==> config.mk <==
export PLATFORM = sky130hd
export DESIGN_NAME = mtimer_unit
export DESIGN_NICKNAME = d
export VERILOG_FILES = /design/src/rtl/mtimer_pkg.sv /design/src/rtl/mtimer_reg64.sv /design/src/rtl/mtimer_rdmux.sv /design/src/rtl/mtimer_unit.sv
export SDC_FILE = /design/constraint.sdc
export NUM_CORES = 1
export LEC_CHECK = 0
export BUFFER_PORTS_ARGS = -buffer_cell sky130_fd_sc_hd__buf_2
export CAP_MARGIN = 10
export CORE_ASPECT_RATIO = 1.25
export CORE_UTILIZATION = 60
export DETAILED_ROUTE_END_ITERATION = 6
export PLACE_DENSITY = 0.83
export SYNTH_ARGS = -nofsm -noshare
export SYNTH_HDL_FRONTEND = slang
export SYNTH_HIERARCHICAL = 1
export SYNTH_SLANG_ARGS = --single-unit
export TNS_END_PERCENT = 50
==> constraint.sdc <==
create_clock -name clk_i -period 4.2 [get_ports clk_i]
set_input_delay 0.84 -clock clk_i [delete_from_list [all_inputs] [get_ports clk_i]]
set_output_delay 0.84 -clock clk_i [all_outputs]
set_load 0.005 [all_outputs]
==> src/rtl/mtimer_pkg.sv <==
package mtimer_pkg;
  typedef enum logic [1:0] {
    SZ_B1 = 2'b00,
    SZ_B2 = 2'b01,
    SZ_W4 = 2'b10,
    SZ_W8 = 2'b11
  } acc_size_e;

  typedef struct packed {
    logic lo;
    logic hi;
  } half_we_t;

  // maps size and word offset onto per-half write enables; 8B at offset 4 drops
  function automatic half_we_t half_we(input logic en, input logic [1:0] sz,
                                       input logic [2:0] ofs);
    half_we_t h;
    h.lo = en && (ofs == 3'd0) && (sz == SZ_W4 || sz == SZ_W8);
    h.hi = en && (((ofs == 3'd0) && (sz == SZ_W8)) || ((ofs == 3'd4) && (sz == SZ_W4)));
    return h;
  endfunction
endpackage

==> src/rtl/mtimer_reg64.sv <==
module mtimer_reg64 #(
  parameter logic [63:0] RST_VAL = 64'h0
) (
  input  logic        clk_i,
  input  logic        rst_ni,
  input  logic        we_lo_i,
  input  logic        we_hi_i,
  input  logic [31:0] d_lo_i,
  input  logic [31:0] d_hi_i,
  input  logic        inc_i,
  output logic [63:0] q_o
);
  always_ff @(posedge clk_i or negedge rst_ni) begin
    if (!rst_ni) begin
      q_o <= RST_VAL;
    end else if (we_lo_i || we_hi_i) begin
      if (we_lo_i) q_o[31:0]  <= d_lo_i;
      if (we_hi_i) q_o[63:32] <= d_hi_i;
    end else if (inc_i) begin
      q_o <= q_o + 64'd1;
    end
  end

  a_r2_increment: assert property (@(posedge clk_i) disable iff (!rst_ni)
    (inc_i && !we_lo_i && !we_hi_i) |=> (q_o == $past(q_o) + 64'd1));
  a_r2_write_wins: assert property (@(posedge clk_i) disable iff (!rst_ni)
    (we_lo_i && we_hi_i) |=> (q_o == {$past(d_hi_i), $past(d_lo_i)}));
  a_r4_keep_high: assert property (@(posedge clk_i) disable iff (!rst_ni)
    (we_lo_i && !we_hi_i) |=> (q_o[63:32] == $past(q_o[63:32])));
  a_r4_keep_low: assert property (@(posedge clk_i) disable iff (!rst_ni)
    (we_hi_i && !we_lo_i) |=> (q_o[31:0] == $past(q_o[31:0])));
  a_r9_hold: assert property (@(posedge clk_i) disable iff (!rst_ni)
    (!we_lo_i && !we_hi_i && !inc_i) |=> $stable(q_o));
endmodule

==> src/rtl/mtimer_rdmux.sv <==
module mtimer_rdmux
  import mtimer_pkg::*;
(
  input  logic        clk_i,
  input  logic        rst_ni,
  input  logic        rd_i,
  input  logic        hit_i,
  input  logic [1:0]  sz_i,
  input  logic [2:0]  ofs_i,
  input  logic [63:0] word_i,
  output logic [63:0] rdata_o
);
  logic        sz_ok;
  logic [63:0] rd_val;

  assign sz_ok = (sz_i == SZ_W4) || (sz_i == SZ_W8);

  always_comb begin
    rd_val = 64'h0;
    if (hit_i && sz_ok) begin
      if (ofs_i == 3'd0)      rd_val = (sz_i == SZ_W8) ? word_i : {32'h0, word_i[31:0]};
      else if (ofs_i == 3'd4) rd_val = {32'h0, word_i[63:32]};
    end
  end

  always_ff @(posedge clk_i or negedge rst_ni) begin
    if (!rst_ni)   rdata_o <= 64'h0;
    else if (rd_i) rdata_o <= rd_val;
  end

  a_r9_misaligned_zero: assert property (@(posedge clk_i) disable iff (!rst_ni)
    (rd_i && (ofs_i[1:0] != 2'b00)) |=> (rdata_o == 64'h0));
  a_r10_bad_size_zero: assert property (@(posedge clk_i) disable iff (!rst_ni)
    (rd_i && !sz_i[1]) |=> (rdata_o == 64'h0));
  a_r8_hold: assert property (@(posedge clk_i) disable iff (!rst_ni)
    !rd_i |=> $stable(rdata_o));
  a_r8_high_zero_ext: assert property (@(posedge clk_i) disable iff (!rst_ni)
    (rd_i && sz_i == SZ_W4) |=> (rdata_o[63:32] == 32'h0));
endmodule

==> src/rtl/mtimer_unit.sv <==
module mtimer_unit
  import mtimer_pkg::*;
#(
  parameter int unsigned NUM_HARTS = 4,
  parameter int unsigned ADDR_W    = 16,
  parameter int unsigned CMP_BASE  = 'h0200,
  parameter int unsigned TIME_BASE = 'h0000
) (
  input  logic                 clk_i,
  input  logic                 rst_ni,
  input  logic                 tick_i,
  input  logic                 req_i,
  input  logic                 we_i,
  input  logic [1:0]           sz_i,
  input  logic [ADDR_W-1:0]    addr_i,
  input  logic [63:0]          wdata_i,
  output logic [63:0]          rdata_o,
  output logic [NUM_HARTS-1:0] irq_o
);
  localparam int unsigned      WA_W   = ADDR_W - 3;
  localparam logic [ADDR_W:0]  CMP_LO = (ADDR_W+1)'(CMP_BASE);
  localparam logic [ADDR_W:0]  CMP_HI = (ADDR_W+1)'(CMP_BASE + NUM_HARTS * 8);
  localparam logic [ADDR_W-1:0] CMP_A = ADDR_W'(CMP_BASE);
  localparam logic [ADDR_W-1:0] TIM_A = ADDR_W'(TIME_BASE);

  logic            sz_ok, acc, in_cmp, in_time;
  logic [2:0]      ofs;
  logic [WA_W-1:0] slot;
  logic [31:0]     d_lo, d_hi;
  half_we_t        wr_h;
  logic [63:0]     time_q;
  logic [63:0]     cmp_q [NUM_HARTS];
  logic [NUM_HARTS-1:0] slot_hit;
  logic [63:0]     rd_word;
  logic            rd_hit;

  assign sz_ok   = (sz_i == SZ_W4) || (sz_i == SZ_W8);
  assign acc     = req_i && sz_ok;
  assign ofs     = addr_i[2:0];
  assign in_cmp  = ({1'b0, addr_i} >= CMP_LO) && ({1'b0, addr_i} < CMP_HI);
  assign in_time = (addr_i[ADDR_W-1:3] == TIM_A[ADDR_W-1:3]);
  assign slot    = addr_i[ADDR_W-1:3] - CMP_A[ADDR_W-1:3];
  assign wr_h    = half_we(acc && we_i, sz_i, ofs);
  assign d_lo    = wdata_i[31:0];
  assign d_hi    = (sz_i == SZ_W8) ? wdata_i[63:32] : wdata_i[31:0];

  mtimer_reg64 #(.RST_VAL(64'h0)) u_time (
    .clk_i   (clk_i),
    .rst_ni  (rst_ni),
    .we_lo_i (wr_h.lo && in_time),
    .we_hi_i (wr_h.hi && in_time),
    .d_lo_i  (d_lo),
    .d_hi_i  (d_hi),
    .inc_i   (tick_i),
    .q_o     (time_q)
  );

  for (genvar i = 0; i < NUM_HARTS; i++) begin : g_hart
    assign slot_hit[i] = in_cmp && (slot == WA_W'(i));

    mtimer_reg64 #(.RST_VAL({64{1'b1}})) u_cmp (
      .clk_i   (clk_i),
      .rst_ni  (rst_ni),
      .we_lo_i (wr_h.lo && slot_hit[i]),
      .we_hi_i (wr_h.hi && slot_hit[i]),
      .d_lo_i  (d_lo),
      .d_hi_i  (d_hi),
      .inc_i   (1'b0),
      .q_o     (cmp_q[i])
    );

    // unsigned compare on registered state re-evaluates after any time write
    assign irq_o[i] = (cmp_q[i] <= time_q);

    a_r11_other_slot: assert property (@(posedge clk_i) disable iff (!rst_ni)
      (req_i && we_i && !slot_hit[i]) |=> $stable(cmp_q[i]));
    a_r5_cmp_hi8_drop: assert property (@(posedge clk_i) disable iff (!rst_ni)
      (req_i && we_i && slot_hit[i] && sz_i == SZ_W8 && ofs == 3'd4) |=> $stable(cmp_q[i]));
  end

  always_comb begin
    rd_word = 64'h0;
    rd_hit  = 1'b0;
    if (in_time) begin
      rd_word = time_q;
      rd_hit  = 1'b1;
    end
    for (int i = 0; i < NUM_HARTS; i++) begin
      if (slot_hit[i]) begin
        rd_word = cmp_q[i];
        rd_hit  = 1'b1;
      end
    end
  end

  mtimer_rdmux u_rd (
    .clk_i   (clk_i),
    .rst_ni  (rst_ni),
    .rd_i    (req_i && !we_i),
    .hit_i   (rd_hit),
    .sz_i    (sz_i),
    .ofs_i   (ofs),
    .word_i  (rd_word),
    .rdata_o (rdata_o)
  );

  a_r5_time_hi8_drop: assert property (@(posedge clk_i) disable iff (!rst_ni)
    (req_i && we_i && in_time && sz_i == SZ_W8 && ofs == 3'd4 && !tick_i) |=> $stable(time_q));
  a_r10_bad_size_time: assert property (@(posedge clk_i) disable iff (!rst_ni)
    (req_i && !sz_i[1] && !tick_i) |=> $stable(time_q));
  a_r3_low_write_keeps_high: assert property (@(posedge clk_i) disable iff (!rst_ni)
    (req_i && we_i && in_time && sz_i == SZ_W4 && ofs == 3'd0) |=> (time_q[63:32] == $past(time_q[63:32])));
endmodule

After elaboration in Yosys (flattened, before gate mapping):

Cells that the tools add are included.

* eq/ne operators: 8
* reductions and logical operators: 46
* mux-type cells: 19
* shift-type cells: 0
* bitwise gates (word level): 0
* multipliers: 0
* $lt $le $gt $ge: 6
* add/subtract/negate cells: 2
* divide/modulo/power cells: 0

Operator list (count)
* 64-bit 2-to-1 mux: 10
* 64-bit less-or-equal comparator: 4
* 32-bit 2-to-1 mux: 4
* 64-bit by 1-bit adder with 64-bit output (second input constant): 1
* 13-bit by 2-bit equality test with 1-bit output (second input constant): 2
* 13-bit zero test: 2
* 1-bit logical AND: 24
* 2-bit AND reduction: 10
* 16-bit by 10-bit greater-or-equal comparator with 1-bit output (second input constant): 1
* 16-bit by 10-bit < comparator with 1-bit output (second input constant): 1
* 13-bit by 1-bit equality test with 1-bit output (second input constant): 1
* 13-bit by 7-bit subtractor with 13-bit output (second input constant): 1
* 1-bit logical OR: 7
* 1-bit 2-to-1 mux: 5
* 2-bit equality test (second input constant): 2
* 2-bit by 1-bit != test with 1-bit output (second input constant): 2
* 3-bit equality test (second input constant): 1
* 3-bit zero test: 1
* 2-bit nonzero test: 1
* 1-bit zero test: 1

* register bits: 384
* latch bits: 0
* input bits: 87
* bits in writable memories: 0
* memory bits (read-only): 0
* memories: 0

Logic depth before layout (Yosys ltp):

* depth after elaboration: 10
* mapped depth: 14

Modules after synthesis:

Netlist, hierarchy kept.

Modules (own cells, without submodules)
* mtimer_reg64 (g_hart[0].u_cmp ...): area an instance 4116.4 sq um, instances 4, sequential area each 1681.6 sq um, cells an instance 484
* mtimer_unit: area an instance 8395.6 sq um, instances 1, sequential area each 0.0 sq um, cells an instance 1076
* mtimer_reg64 (u_time): area an instance 4065.1 sq um, instances 1, sequential area each 1601.5 sq um, cells an instance 494
* mtimer_rdmux: area an instance 3345.7 sq um, instances 1, sequential area each 1601.5 sq um, cells an instance 286

Worst setup path after synthesis:

Ideal clock, no wire load.

* kind: input -> register
* from: input port addr_i[10]
* to: register u_time.q_o[48]
* path buffers: 5
* stages on the path: 12
* path slack: 0.813 ns
* data arrival time: 3.258 ns
* cell sequence: nor4_4 > nand3_1 > nor4_1 > buf_2 > buf_4 > inv_2 > nor2_1 > clkbuf_1 > clkbuf_1 > clkbuf_1 > mux2i_1 > mux2i_1

* cells in the longest elaborated chain, start to end: 5
* elaborated cells on any way between the ends: 8
* those cells by class: eq/ne (1); mux (1); reduce/logical (6)

Ends and longest elaborated chain
* from (decl): line mtimer_unit.sv:15 `input logic [ADDR_W-1:0] addr_i,`
* 13-bit zero test (*): line mtimer_unit.sv:41 `assign in_time = (addr_i[ADDR_W-1:3] == TIM_A[ADDR_W-1:3]);`
* 1-bit logical AND (on tied branches): line mtimer_unit.sv:50, mtimer_unit.sv:51
* 1-bit logical OR: line mtimer_reg64.sv:16 `end else if (we_lo_i || we_hi_i) begin`
* 2-bit by 1-bit != test with 1-bit output (no line) or 2-bit nonzero test (tied branches)
* 2-bit AND reduction (no line)
* to (signal assigned): line mtimer_reg64.sv:18 `if (we_hi_i) q_o[63:32] <= d_hi_i;`
* to (signal assigned): line mtimer_reg64.sv:20 `q_o <= q_o + 64'd1;`
* to (decl): line mtimer_reg64.sv:11 `output logic [63:0] q_o`

Every way passes the cells marked *; elsewhere a longest branch is shown, timed or not.
A chain may end at the register's enable or synchronous reset.

Final worst setup path:

* from: register u_time.q_o[1]
* to: output port irq_o[2]

* cells in the longest elaborated chain, start to end: 1

Ends and longest elaborated chain
* from (signal assigned): line mtimer_reg64.sv:17 `if (we_lo_i) q_o[31:0] <= d_lo_i;`
* from (signal assigned): line mtimer_reg64.sv:20
* 64-bit less-or-equal comparator: line mtimer_unit.sv:73 `assign irq_o[i] = (cmp_q[i] <= time_q);`
* to (decl): line mtimer_unit.sv:18 `output logic [NUM_HARTS-1:0] irq_o`

Every way passes these cells.

==> qor.csv <==
metric,value,unit
status,"complete, but fails checks",
failing checks,"design-rule violations, max-slew violations",
TritonCTS Buffers,45,
LEAKAGE,13.84,nW
FP Rows,94,
Hold Slack,0.2271,ns
# setup viols final,0,
gr ovfl total,0,
Yosys reg bits,384,
PortBufs,154,
sequential fraction of the synthesis area,30.77,%
TNS Setup,0,ns
GR Util All Layers,52.35,%
clock skew,0.02074,ns
Worst Setup SP,u_time/q_o[1],
die area,54720,um^2
post-route design area,35520,um^2
Worst path max stage delay,0.47,ns
root buffer cell,clkbuf_16,
post-detail-place hpwl,110300,um
worst slew pin tran,1.765,ns
sequential share of power,43.9,%
residual DRC count,8,
Nets,4279,
worst skew pair latency,0.61,ns
routed via count,34130,
CP max FO,8,
slew margin rel.,-17.89,%
final core occ,67.12,%
Fmax,239.8,MHz
H-tree lvl count,2,
yosys warns,6,
library cells used by synthesis,79,
initial DRC count,4436,
GP Congestion,1.108,
Reg2Reg Launch Point,u_time/q_o[0],
share of cells above drive strength 1,18.68,%
Worst Hold Class,in2async,
clk slew on worst S/H paths,0.07,ns
Max VDD drop,0.4407,mV
combinational power share,16.7,%
pwr dens,283.5,nW/um^2
register-to-register path setup slack,0.86,ns
cell area after synthesis,32270,um^2
Fill cells,4547,
clock power share,39.4,%
Initial DRT Pass Iterations,7,
die extent in x,209.4,um
"FFs w/ async S/R, synth",100.0,%
Final ANT Viol Nets,0,
core area,52930,um^2
Synth Flop Type,dfstp_2,
final-report hold violation count,0,
CTS max path bufs,3,
"Max stage delay cell, worst path",dfrtp_1,
RSZ-0062 raised after global routing,false,
Layout area overhead,10.08,%
number of synthesized flops with an enable pin,0,
DIE HEIGHT,261.3,um
cell internal pwr,0.006790,W
"top cells by area, synth","dfstp_2 21%, ha_1 10%, dfrtp_1 9.9%",
Final period util,99.31,%
first-pass GRT wire length,210200,um
DP Area,34020,um^2
final WL,144700,um
Final Max Tran Viols,80,
vias in the first global route,32120,
CTS sink cnt,384,
area share of the largest cell type after synthesis,20.84,%
Mapped Avg Cell Area,8.511,um^2
startpoint class of the critical path,register,
Worst setup EP type,primary output,
Max-Cap Viols,0,
Synth Instances,3792,
Crit Path Category,reg2out,
"area leader, netlist",dfstp_2,
drt wl/cell,31.18,um
CTS tree,done,
"Critical Path, Cell by Cell","inv_1, ha_1, nor2b_1, o211ai_1, a2111oi_0, o41ai_1, buf_4, o2111ai_1, o21ai_1, buf_2",
DR vias/cell,7.353,
switching share of power,32.59,%
Initial Utilization,60.98,%
Worst Path Arrival,3.33,ns
fin crit period,4.171,ns
largest net degree at the start of global routing,87,
CP required,3.36,ns
IO Pins,155,
Sw Pwr,0.003282,W
initial antenna violation count,7,
-- power by group through the flow --
stage	combinational (W)	clock, W	sequential (W)
6_report	0.00168	0.00397	0.00442
5_1_grt	0.00181	0.00409	0.00444
4_1_cts	0.00160	0.00396	0.00440
3_5_place_dp	0.00158	0	0.00445
3_3_place_gp	0.00156	0	0.00444
2_1_floorplan	0.000949	0	0.00430
-- worst paths after layout --
| kind | to | cells after the start |
|---|---|---|
| min reg2reg | u_rd/rdata_o[58] | 2 |
| min | u_rd/rdata_o[50] | 1 |
| max reg2reg | u_time/q_o[62] | 6 |
| min in group clk_i | u_rd/rdata_o[58] | 2 |
| max in group asynchronous | g_hart[3].u_cmp/q_o[43] | 2 |
| max | irq_o[2] | 10 |
-- layout make-up --
type | count | area, um^2 | area share [%]
diodes | 2 | 5.005 | 0.01409
clock buffers | 69 | 1306 | 3.677
clock inverters | 14 | 112.6 | 0.3170
inverters | 186 | 698.2 | 1.965
multi-input cells | 3066 | 21030 | 59.20
flip-flops and latches | 384 | 9941 | 27.98
well taps | 672 | 840.8 | 2.367
repair buffers | 248 | 1589 | 4.473
-- logic make-up after synthesis --
| family | Yosys count | share of synthesized area, % |
|---|---|---|
| compound gates | 828 | 17.83 |
| xor+xnor | 148 | 4.017 |
| fa+ha+maj | 261 | 10.12 |
| buf+inv | 357 | 4.699 |
| flops | 384 | 30.77 |
| mux | 154 | 4.963 |
| other cells | 1 | 0.01162 |
| simple gates | 1659 | 27.60 |
-- placed cells by master, fill, tap and decap left out, drive strengths merged, types with 94 or more instances in the layout --
cell   count
or4      102
ha       261
a31oi    115
a21oi     94
nor2     255
mux2i    106
buf      248
nand3    198
xor2      98
o21ai    279
nand2    446
dfrtp    128
inv      187
dfstp    256
nand4    235
-- critical path, delay by kind of cell, from the launching register on --
kind | cells | cell delay, ns
AO/OA/AOI/OAI | 5 | 1.05
adder cells (fa/ha/maj) | 1 | 0.32
buffers and inverters | 3 | 0.74
flip-flops | 1 | 0.47
AND/OR/NAND/NOR | 1 | 0.13
-- routing by layer --
| layer | track usage, % | up-vias | part of all wire (%) |
|---|---|---|---|
| met4 | 53.43 | 4 | 12 |
| met2 | 78.94 | 2579 | 42 |
| met1 | 59.43 | 16040 | 34 |
| met3 | 13.49 | 838 | 11 |
| met5 | 0 | - | 0.021 |
| li1 | - | 14670 | - |
-- cell usage after synthesis, types with 9 or more instances --
library cell and number:
dfstp_2 256, a221o_1 74, a31oi_1 115, buf_6 13, or4_1 98, o211ai_1 12
clkbuf_1 107, o32ai_1 32, o41ai_2 28, and3_1 51, nor4_1 80, a22oi_1 15
nand3_1 193, a21oi_1 90, inv_1 183, or2_2 12, buf_4 9, a21o_1 22
nand4b_1 10, a221oi_1 9, nor4_4 10, a211oi_1 13, mux2i_1 106, or3_1 60
nor2b_1 37, nand2_1 446, nor2_1 255, nor3_1 52, mux2_2 48, nand4_1 226
xor2_1 98, dfrtp_1 128, xnor2_1 50, buf_2 36, o21ai_0 213, o41ai_1 16
o21ai_1 64, ha_1 261, o31ai_1 67, nand2b_1 43, and2_1 13, and4_1 30
-- per-stage QoR --
stage                     setup WS, ns  std cells  total power (W)
after floorplan                 0.8134       3807         0.005247
after global placement          0.4531       4554         0.006004
after detailed placement        0.4579       4554         0.006038
after CTS                     0.001516       4637         0.009955
after global routing          0.001801       4639          0.01035
final                          0.02910       4641          0.01007
-- timing repair --
| item | in CTS | in global routing |
|---|---|---|
| gates resized for setup | 8 | 20 |
| hold buffers | 0 | 0 |
| setup buffers | 0 | 2 |
| hold endpoints to repair | 0 | 0 |
| endpoints found under the setup margin | 4 | 4 |
| pin swaps | 0 | 1 |
-- state kept, by name (all words and copies together), names as in the netlist --
name / count
g_hart.u_cmp/q_o: 256
u_rd/rdata_o: 64
u_time/q_o: 64
(Power assumes the default switching activity.)
